===== src/rtl/cfgl_pkg.sv =====
package cfgl_pkg;
  typedef enum logic {
    PH_LOAD = 1'b0,
    PH_PASS = 1'b1
  } phase_e;
endpackage


===== src/rtl/cfgl_capture.sv =====
module cfgl_capture #(
  parameter int SYM_W      = 8,
  parameter int NUM_FIELDS = 6
) (
  input  logic                        clk,
  input  logic                        rst,
  input  logic                        take,
  input  logic [SYM_W-1:0]            sym,
  output logic [NUM_FIELDS*SYM_W-1:0] fields,
  output logic                        done
);
  import cfgl_pkg::*;
  localparam int CNT_W = (NUM_FIELDS > 1) ? $clog2(NUM_FIELDS) : 1;
  localparam logic [CNT_W-1:0] LAST = CNT_W'(NUM_FIELDS - 1);

  phase_e           phase;
  logic [CNT_W-1:0] wr_idx;
  logic [SYM_W-1:0] regs [NUM_FIELDS];

  always_ff @(posedge clk) begin
    if (rst) begin
      phase  <= PH_LOAD;
      wr_idx <= '0;
    end else if (take && phase == PH_LOAD) begin
      if (wr_idx == LAST) phase <= PH_PASS;
      else                wr_idx <= wr_idx + 1'b1;
    end
  end

  generate
    for (genvar g = 0; g < NUM_FIELDS; g++) begin : g_field
      always_ff @(posedge clk) begin
        if (rst)
          regs[g] <= '0;
        else if (take && phase == PH_LOAD && wr_idx == CNT_W'(g))
          regs[g] <= sym;
      end
      assign fields[g*SYM_W +: SYM_W] = regs[g];
    end
  endgenerate

  assign done = (phase == PH_PASS);
endmodule


===== src/rtl/cfgl_fwd_stage.sv =====
module cfgl_fwd_stage #(
  parameter int W = 8
) (
  input  logic         clk,
  input  logic         rst,
  input  logic         s_valid,
  input  logic [W-1:0] s_data,
  output logic         s_ready,
  output logic         m_valid,
  output logic [W-1:0] m_data,
  input  logic         m_ready
);
  assign s_ready = !m_valid || m_ready;

  always_ff @(posedge clk) begin
    if (rst) begin
      m_valid <= 1'b0;
      m_data  <= '0;
    end else if (s_ready) begin
      m_valid <= s_valid;
      if (s_valid) m_data <= s_data;
    end
  end
endmodule


===== src/rtl/cfgl_pix_gate.sv =====
module cfgl_pix_gate #(
  parameter int PIX_W = 8
) (
  input  logic             clk,
  input  logic             rst,
  input  logic             enable,
  input  logic [PIX_W-1:0] in_data,
  input  logic             in_valid,
  output logic [PIX_W-1:0] out_data,
  output logic             out_valid
);
  always_ff @(posedge clk) begin
    if (rst) begin
      out_valid <= 1'b0;
      out_data  <= '0;
    end else begin
      out_valid <= in_valid && enable;
      out_data  <= in_data;
    end
  end
endmodule


===== src/rtl/cfg_chain_loader.sv =====
module cfg_chain_loader #(
  parameter int SYM_W      = 8,
  parameter int NUM_FIELDS = 6,
  parameter int PIX_W      = 8
) (
  input  logic                        clk,
  input  logic                        rst,
  input  logic [SYM_W-1:0]            cfg_in_data,
  input  logic                        cfg_in_valid,
  output logic                        cfg_in_ready,
  output logic [SYM_W-1:0]            cfg_out_data,
  output logic                        cfg_out_valid,
  input  logic                        cfg_out_ready,
  output logic [NUM_FIELDS*SYM_W-1:0] unit_cfg,
  output logic                        configured,
  input  logic [PIX_W-1:0]            pix_in_data,
  input  logic                        pix_in_valid,
  output logic [PIX_W-1:0]            pix_out_data,
  output logic                        pix_out_valid
);
  logic stage_ready;
  logic load_take;
  logic pass_valid;

  assign load_take    = cfg_in_valid && !configured;
  assign pass_valid   = cfg_in_valid && configured;
  assign cfg_in_ready = configured ? stage_ready : 1'b1;

  cfgl_capture #(.SYM_W(SYM_W), .NUM_FIELDS(NUM_FIELDS)) u_capture (
    .clk    (clk),
    .rst    (rst),
    .take   (load_take),
    .sym    (cfg_in_data),
    .fields (unit_cfg),
    .done   (configured)
  );

  cfgl_fwd_stage #(.W(SYM_W)) u_fwd (
    .clk     (clk),
    .rst     (rst),
    .s_valid (pass_valid),
    .s_data  (cfg_in_data),
    .s_ready (stage_ready),
    .m_valid (cfg_out_valid),
    .m_data  (cfg_out_data),
    .m_ready (cfg_out_ready)
  );

  cfgl_pix_gate #(.PIX_W(PIX_W)) u_gate (
    .clk       (clk),
    .rst       (rst),
    .enable    (configured),
    .in_data   (pix_in_data),
    .in_valid  (pix_in_valid),
    .out_data  (pix_out_data),
    .out_valid (pix_out_valid)
  );
endmodule


===== config.mk =====
export PLATFORM = sky130hd
export DESIGN_NAME = cfg_chain_loader
export DESIGN_NICKNAME = d
export VERILOG_FILES = /design/src/rtl/cfgl_pkg.sv /design/src/rtl/cfgl_capture.sv /design/src/rtl/cfgl_fwd_stage.sv /design/src/rtl/cfgl_pix_gate.sv /design/src/rtl/cfg_chain_loader.sv
export SDC_FILE = /design/constraint.sdc
export NUM_CORES = 1
export LEC_CHECK = 0
export BUFFER_PORTS_ARGS = -buffer_cell sky130_fd_sc_hd__buf_2
export CORE_UTILIZATION = 25
export DETAILED_ROUTE_END_ITERATION = 8
export PLACE_DENSITY = 0.55
export RECOVER_POWER = 100
export SETUP_SLACK_MARGIN = 0.02
export SKIP_LAST_GASP = 1
export SYNTH_ARGS = -nofsm -noshare
export SYNTH_HDL_FRONTEND = slang
export SYNTH_SLANG_ARGS = --single-unit

===== constraint.sdc =====
create_clock -name clk -period 1.94 [get_ports clk]
set_input_delay 0.097 -clock clk [delete_from_list [all_inputs] [get_ports clk]]
set_output_delay 0.097 -clock clk [all_outputs]
set_load 0.05 [all_outputs]

==> results.json, run 1 <==
{
  "clkSinkCount": 70,
  "multi_input_area_um2": 813,
  "die_h_um": 108,
  "cp_max_fo": 8,
  "status": "finished, final reports clean",
  "synth_edf_count": 48,
  "synth_most_common_cell": "edfxtp_1",
  "ios": 89,
  "max_freq_ghz": 0.602,
  "worst_path_max_delay_cell": "o21ai_1",
  "synth_nets": 227,
  "worstPathArrival_ns": 1.64,
  "path_clk_slew_ns": 0.07,
  "crit_path_frequent_cell": "ha_1",
  "grt_pass1_wl_um": 9470,
  "post-place-ws_ns": -0.0206,
  "fin_crit_ns": 1.66,
  "ys_top_cells_by_area": "edfxtp_1 (51%), dfxtp_1 (16%), and2_1 (7.1%)",
  "irDropWorstVdd_mv": 0.371,
  "routabilityCongestion": 0.710,
  "synth_top_area_frac": 0.512,
  "fillers": 1111,
  "holdWs_ns": 0.0791,
  "cts_buffer_depth": 2,
  "root_buffer": "clkbuf_8",
  "seqCellArea_um2": 1880,
  "synthToLayoutAreaGrowth_pct": 29.3,
  "grt.total_usage": 0.114,
  "num_vias": 1824,
  "holdPathStages": 3,
  "syn_inst": 201,
  "cap_violations": 0,
  "chipWidth_um": 108,
  "drt_iter0_markers": 62,
  "num-nets-final": 339,
  "reg2reg_slack_ns": 0.28,
  "grt.overflow.total": 0,
  "antenna_left": 0,
  "design_area_um2": 3640,
  "finalHoldViolCount": 0,
  "cts_tree": "yes",
  "crit_chain": "ha_1 -> ha_1 -> inv_1 -> o21ai_1",
  "antenna-diode-count": 0,
  "coreArea_um2": 10900,
  "setup_viol": 0,
  "antenna_found_initial": 0,
  "relSlewSlack": 0.525,
  "yosysSeqAreaShare": 0.669,
  "synthDistinctLibCells": 32,
  "rr_worst_depth": 4,
  "period_share": 0.856,
  "drc": 0,
  "syn_area_per_cell_um2": 14.0,
  "critPathKind": "reg -> reg",
  "timing.final.ws_setup_ns": 0.279,
  "routedWlPerCell_um": 13.6,
  "yosys-top-cells-count": "edfxtp_1 (48), and2_1 (32), dfxtp_1 (22)",
  "first_global_vias": 1799,
  "yosysWarnings": 0,
  "rsz0062_at_grt": "false",
  "cts-buffers-inserted": 9,
  "grt_max_degree": 19,
  "synth_area_um2": 2810,
  "async_reset_ff_frac": 0,
  "htree_levels": 3,
  "place_hpwl_um": 4340,
  "power_density_nw_per_um2": 979,
  "clock_latency_ns": 0.34,
  "fp-row-count": 38,
  "critPathMaxStageDelay_ns": 0.57,
  "totalWireLength_um": 6230,
  "drive_above_1_share": 0.220,
  "slew_violations": 0,
  "dieArea_um2": 11700,
  "via_per_inst": 3.98,
  "initial_core_util": 0.258,
  "hp-class": "in -> reg",
  "fin_skew_ns": 0.00586,
  "required_ns": 1.92,
  "synth_top_area_cell": "edfxtp_1",
  "max_slew.worst_pin.slew_ns": 0.708,
  "placed_area_um2": 3460,
  "first_pass_iters": 4,
  "cp-end-kind": "register",
  "start_kind": "register",
  "p_leak_nw": 1.36,
  "synth_seq_cells": 70,
  "port_buffers": 88,
  "synth_flop_cell": "edfxtp_1",
  "p_total_w": 0.00356
}
## cell families after synthesis
| kind of cell | Yosys count | share of synthesized area |
|---|---|---|
| AOI/OAI and AO/OA | 11 | 0.0249 |
| adders and majority gates | 5 | 0.0222 |
| buffers and inverters | 11 | 0.0231 |
| muxes | 10 | 0.0360 |
| and+or+nand+nor | 94 | 0.225 |
| DFF | 70 | 0.669 |
## final cells by class
type / count / share of cell area
clock buffer: 10 / 0.0351
clock inverter: 6 / 0.0303
inverter: 5 / 0.00516
multi-input combinational: 120 / 0.224
sequential: 70 / 0.518
tap: 140 / 0.0482
timing repair buffer: 107 / 0.140
## stage by stage
stage	std cells	TNS [ns]	util
floorplan	201	0	-
global placement	433	0	0.318
detailed placement	433	-0.164	0.318
CTS	458	0	0.348
global route	458	0	0.334
finish	458	0	0.334
## flip-flops by register name, summed over array words and instances (netlist names)
name and cells:
u_capture.wr_idx 3, u_capture.regs 48, u_gate.out_data 8, u_fwd.m_data 8, u_gate.out_valid 1, u_capture.done 1, u_fwd.m_valid 1
## worst max-delay path: cells and delay by family (launching register included)
family          cells  cell delay (ns)
compound gates      1             0.57
fa+ha+maj           2             0.31
buf+inv             1             0.05
flops               1             0.38
## cell usage in the layout (no fill, tap or decap), types with 9 or more instances in the layout
cell and n:
dlygate4sd3_1 9, dfxtp_1 22, nand2_1 21, and2_0 16, buf_2 19, and2_1 16
mux2i_1 9, clkbuf_8 9, clkbuf_1 70, edfxtp_1 48, and2_2 16
## what timing repair did
action	4_1_cts	5_1_grt
setup endpoints to repair	8	0
hold buffers	9	0
buffers inserted	0	0
endpoints found under the hold margin	9	0
gates resized for setup	1	0
## power by group
part           switching, W  total, W  internal [W]  leakage (nW)
Sequential        0.0000226   0.00169       0.00167         0.680
Combinational      0.000373  0.000470     0.0000961         0.561
Clock              0.000546   0.00140      0.000852         0.114
Total              0.000942   0.00356       0.00262          1.36
## layer usage
metal | global-route usage | vias to the layer above | share of wire
met5 | 0 | - | 0
met3 | 0.0344 | 8 | 0.066
met4 | 0.0558 | 0 | 0.012
met2 | 0.181 | 65 | 0.48
li1 | - | 908 | -
met1 | 0.141 | 843 | 0.44
## final timing paths
check,from,endpoint
max,u_capture.wr_idx[0],u_capture.regs[1][9]
min,cfg_in_data[3],u_fwd.m_data[3]
max reg2reg,u_capture.wr_idx[0],u_capture.regs[1][9]
min reg2reg,u_fwd.m_data[7],u_fwd.m_data[7]
(Power assumes the default switching activity.)
==> inputs of run 2 (changes only) <==
- PLACE_DENSITY: 0.55 -> 0.57
==> run 2 against run 1 <==
  * Combinational power barely moved
  * First-iteration DRC count fell by 15%
  * Highest routed layer unchanged
  * Flip-flop and latch count did not move
  * Routed wire length rose by 0.75%
  * Worst hold slack improved by 0.015 ns
==> results.json, run 2 (synthesis results as in run 1) <==
{
  "status": "finished, final reports clean",
  "worst-path-stages": 6,
  "antenna_left": 0,
  "port_buffers": 88,
  "path_clk_slew_ns": 0.08,
  "critPathKind": "reg -> reg",
  "largest-register": "u_capture.regs",
  "timing.final.ws_setup_ns": 0.267,
  "crit_path_start": "u_capture.wr_idx[1]",
  "drt_iter0_markers": 53,
  "holdPathEnd": "u_fwd.m_data[3]",
  "fin_crit_ns": 1.67,
  "htree_levels": 3,
  "antenna_found_initial": 0,
  "fillers": 1133,
  "clock_latency_ns": 0.35,
  "place_hpwl_um": 4380,
  "relSlewSlack": 0.447,
  "initial_core_util": 0.258,
  "max_freq_ghz": 0.598,
  "finalHoldViolCount": 0,
  "largestRegisters": "u_capture.regs x48, u_fwd.m_data x8, u_gate.out_data x8",
  "chipWidth_um": 108,
  "crit_chain": "clkbuf_1 -> inv_1 -> ha_1 -> nand2_1 -> nor3_1 -> and2_1",
  "grt_pass1_wl_um": 9450,
  "reg2reg_slack_ns": 0.27,
  "min_from": "cfg_in_data[3]",
  "holdPathStages": 3,
  "num-nets-final": 339,
  "worstPathArrival_ns": 1.89,
  "cts_buffer_depth": 2,
  "power_density_nw_per_um2": 981,
  "cap_violations": 0,
  "synthToLayoutAreaGrowth_pct": 29.2,
  "period_share": 0.862,
  "dieArea_um2": 11700,
  "layout_common_cells": "clkbuf_1 (73), edfxtp_1 (48), nand2_1 (22), dfxtp_1 (22), buf_2 (19)",
  "clkSinkCount": 70,
  "fin_skew_ns": 0.00841,
  "grt.overflow.total": 0,
  "slew_violations": 0,
  "reg2reg_to": "u_capture.regs[2][7]",
  "grt_max_degree": 21,
  "path_buf_inv": 2,
  "first_pass_iters": 4,
  "largest_register_ffs": 48,
  "worst_path_max_delay_cell": "nor3_1",
  "root_buffer": "clkbuf_8",
  "routedWlPerCell_um": 13.7,
  "drc": 0,
  "rr_startpoint": "u_capture.wr_idx[1]",
  "worst_path_dominant_cell_family": "simple AND/OR/NAND/NOR gates",
  "drive_above_1_share": 0.204,
  "cp_max_fo": 8,
  "rr_worst_depth": 6,
  "max_slew.worst_pin.slew_ns": 0.830,
  "placed_area_um2": 3460,
  "hp-class": "in -> reg",
  "seqCellArea_um2": 1880,
  "postCtsSetupBuffers": 0,
  "critPathMaxStageDelay_ns": 0.55,
  "die_h_um": 108,
  "first_global_vias": 1765,
  "p_leak_nw": 1.36,
  "ios": 89,
  "layout_commonest_cell": "clkbuf_1",
  "cts-buffers-inserted": 9,
  "num_vias": 1845,
  "design_area_um2": 3630,
  "cts_tree": "yes",
  "coreArea_um2": 10900,
  "via_per_inst": 4.03,
  "required_ns": 2.15,
  "post-place-ws_ns": -0.0576,
  "irDropWorstVdd_mv": 0.372,
  "routabilityCongestion": 0.758,
  "fp-row-count": 38,
  "cp-end-kind": "register",
  "multi_input_area_um2": 816,
  "start_kind": "register",
  "setup_viol": 0,
  "totalWireLength_um": 6280,
  "grt.total_usage": 0.114,
  "rsz0062_at_grt": "false",
  "antenna-diode-count": 0
}
## run 2: cell count changes in the layout (fill, tap and decap cells not counted), moves of 2 or more
cell	previous run	this run
clkbuf_1	70	73
nor3_2	3	0
clkbuf_2	4	2
nor3_1	0	2
## run 2: cell type report
class,instances,share of cell area
clock buffers,10,0.0351
clock inverters,6,0.0306
inverters,5,0.00517
multi-input cells,120,0.225
flip-flops and latches,70,0.518
well taps,140,0.0482
repair buffers,107,0.138
## run 2: how the worst max path moves through the flow
| stage | to |
|---|---|
| CTS | u_capture.regs[1][14] |
| finish | u_capture.regs[2][7] |
| detailed placement | u_capture.regs[1][11] |
| floorplan | u_capture.regs[0][10] |
| global route | u_capture.regs[0][14] |
| global placement | u_capture.regs[1][9] |
## run 2: power breakdown
group	total (W)	internal, W	leakage (nW)	switching (W)
sequential	0.00169	0.00167	0.680	0.0000230
clock	0.00141	0.000854	0.116	0.000551
combinational	0.000468	0.0000948	0.561	0.000373
total	0.00356	0.00262	1.36	0.000946
## run 2: routing by layer
metal  GRT usage  up-vias  share of wire
met3      0.0530        8          0.081
li1            -      907              -
met5           0        -              0
met2       0.175       67           0.45
met1       0.139      863           0.46
met4      0.0382        0          0.012
## run 2: tightest hold or removal path, cell delays in order
cell and delay [ns]:
buf_2 0.16, nand2_1 0.07, mux2i_1 0.06
## run 2: per-stage QoR
stage               cells   util  TNS [ns]  power [W]  hold WS, ns
floorplan             201      -         0    0.00208        0.225
global placement      433  0.318         0    0.00222        0.305
detailed placement    433  0.318    -0.459    0.00222        0.309
CTS                   458  0.348         0    0.00365       0.0808
global route          458  0.334         0    0.00371       0.0866
finish                458  0.334         0    0.00356       0.0938
## run 2: what timing repair did
action / CTS / global route
resized for setup: 1 / 0
setup endpoints to repair: 8 / 0
hold endpoints to repair: 9 / 0
hold buffers: 9 / 0
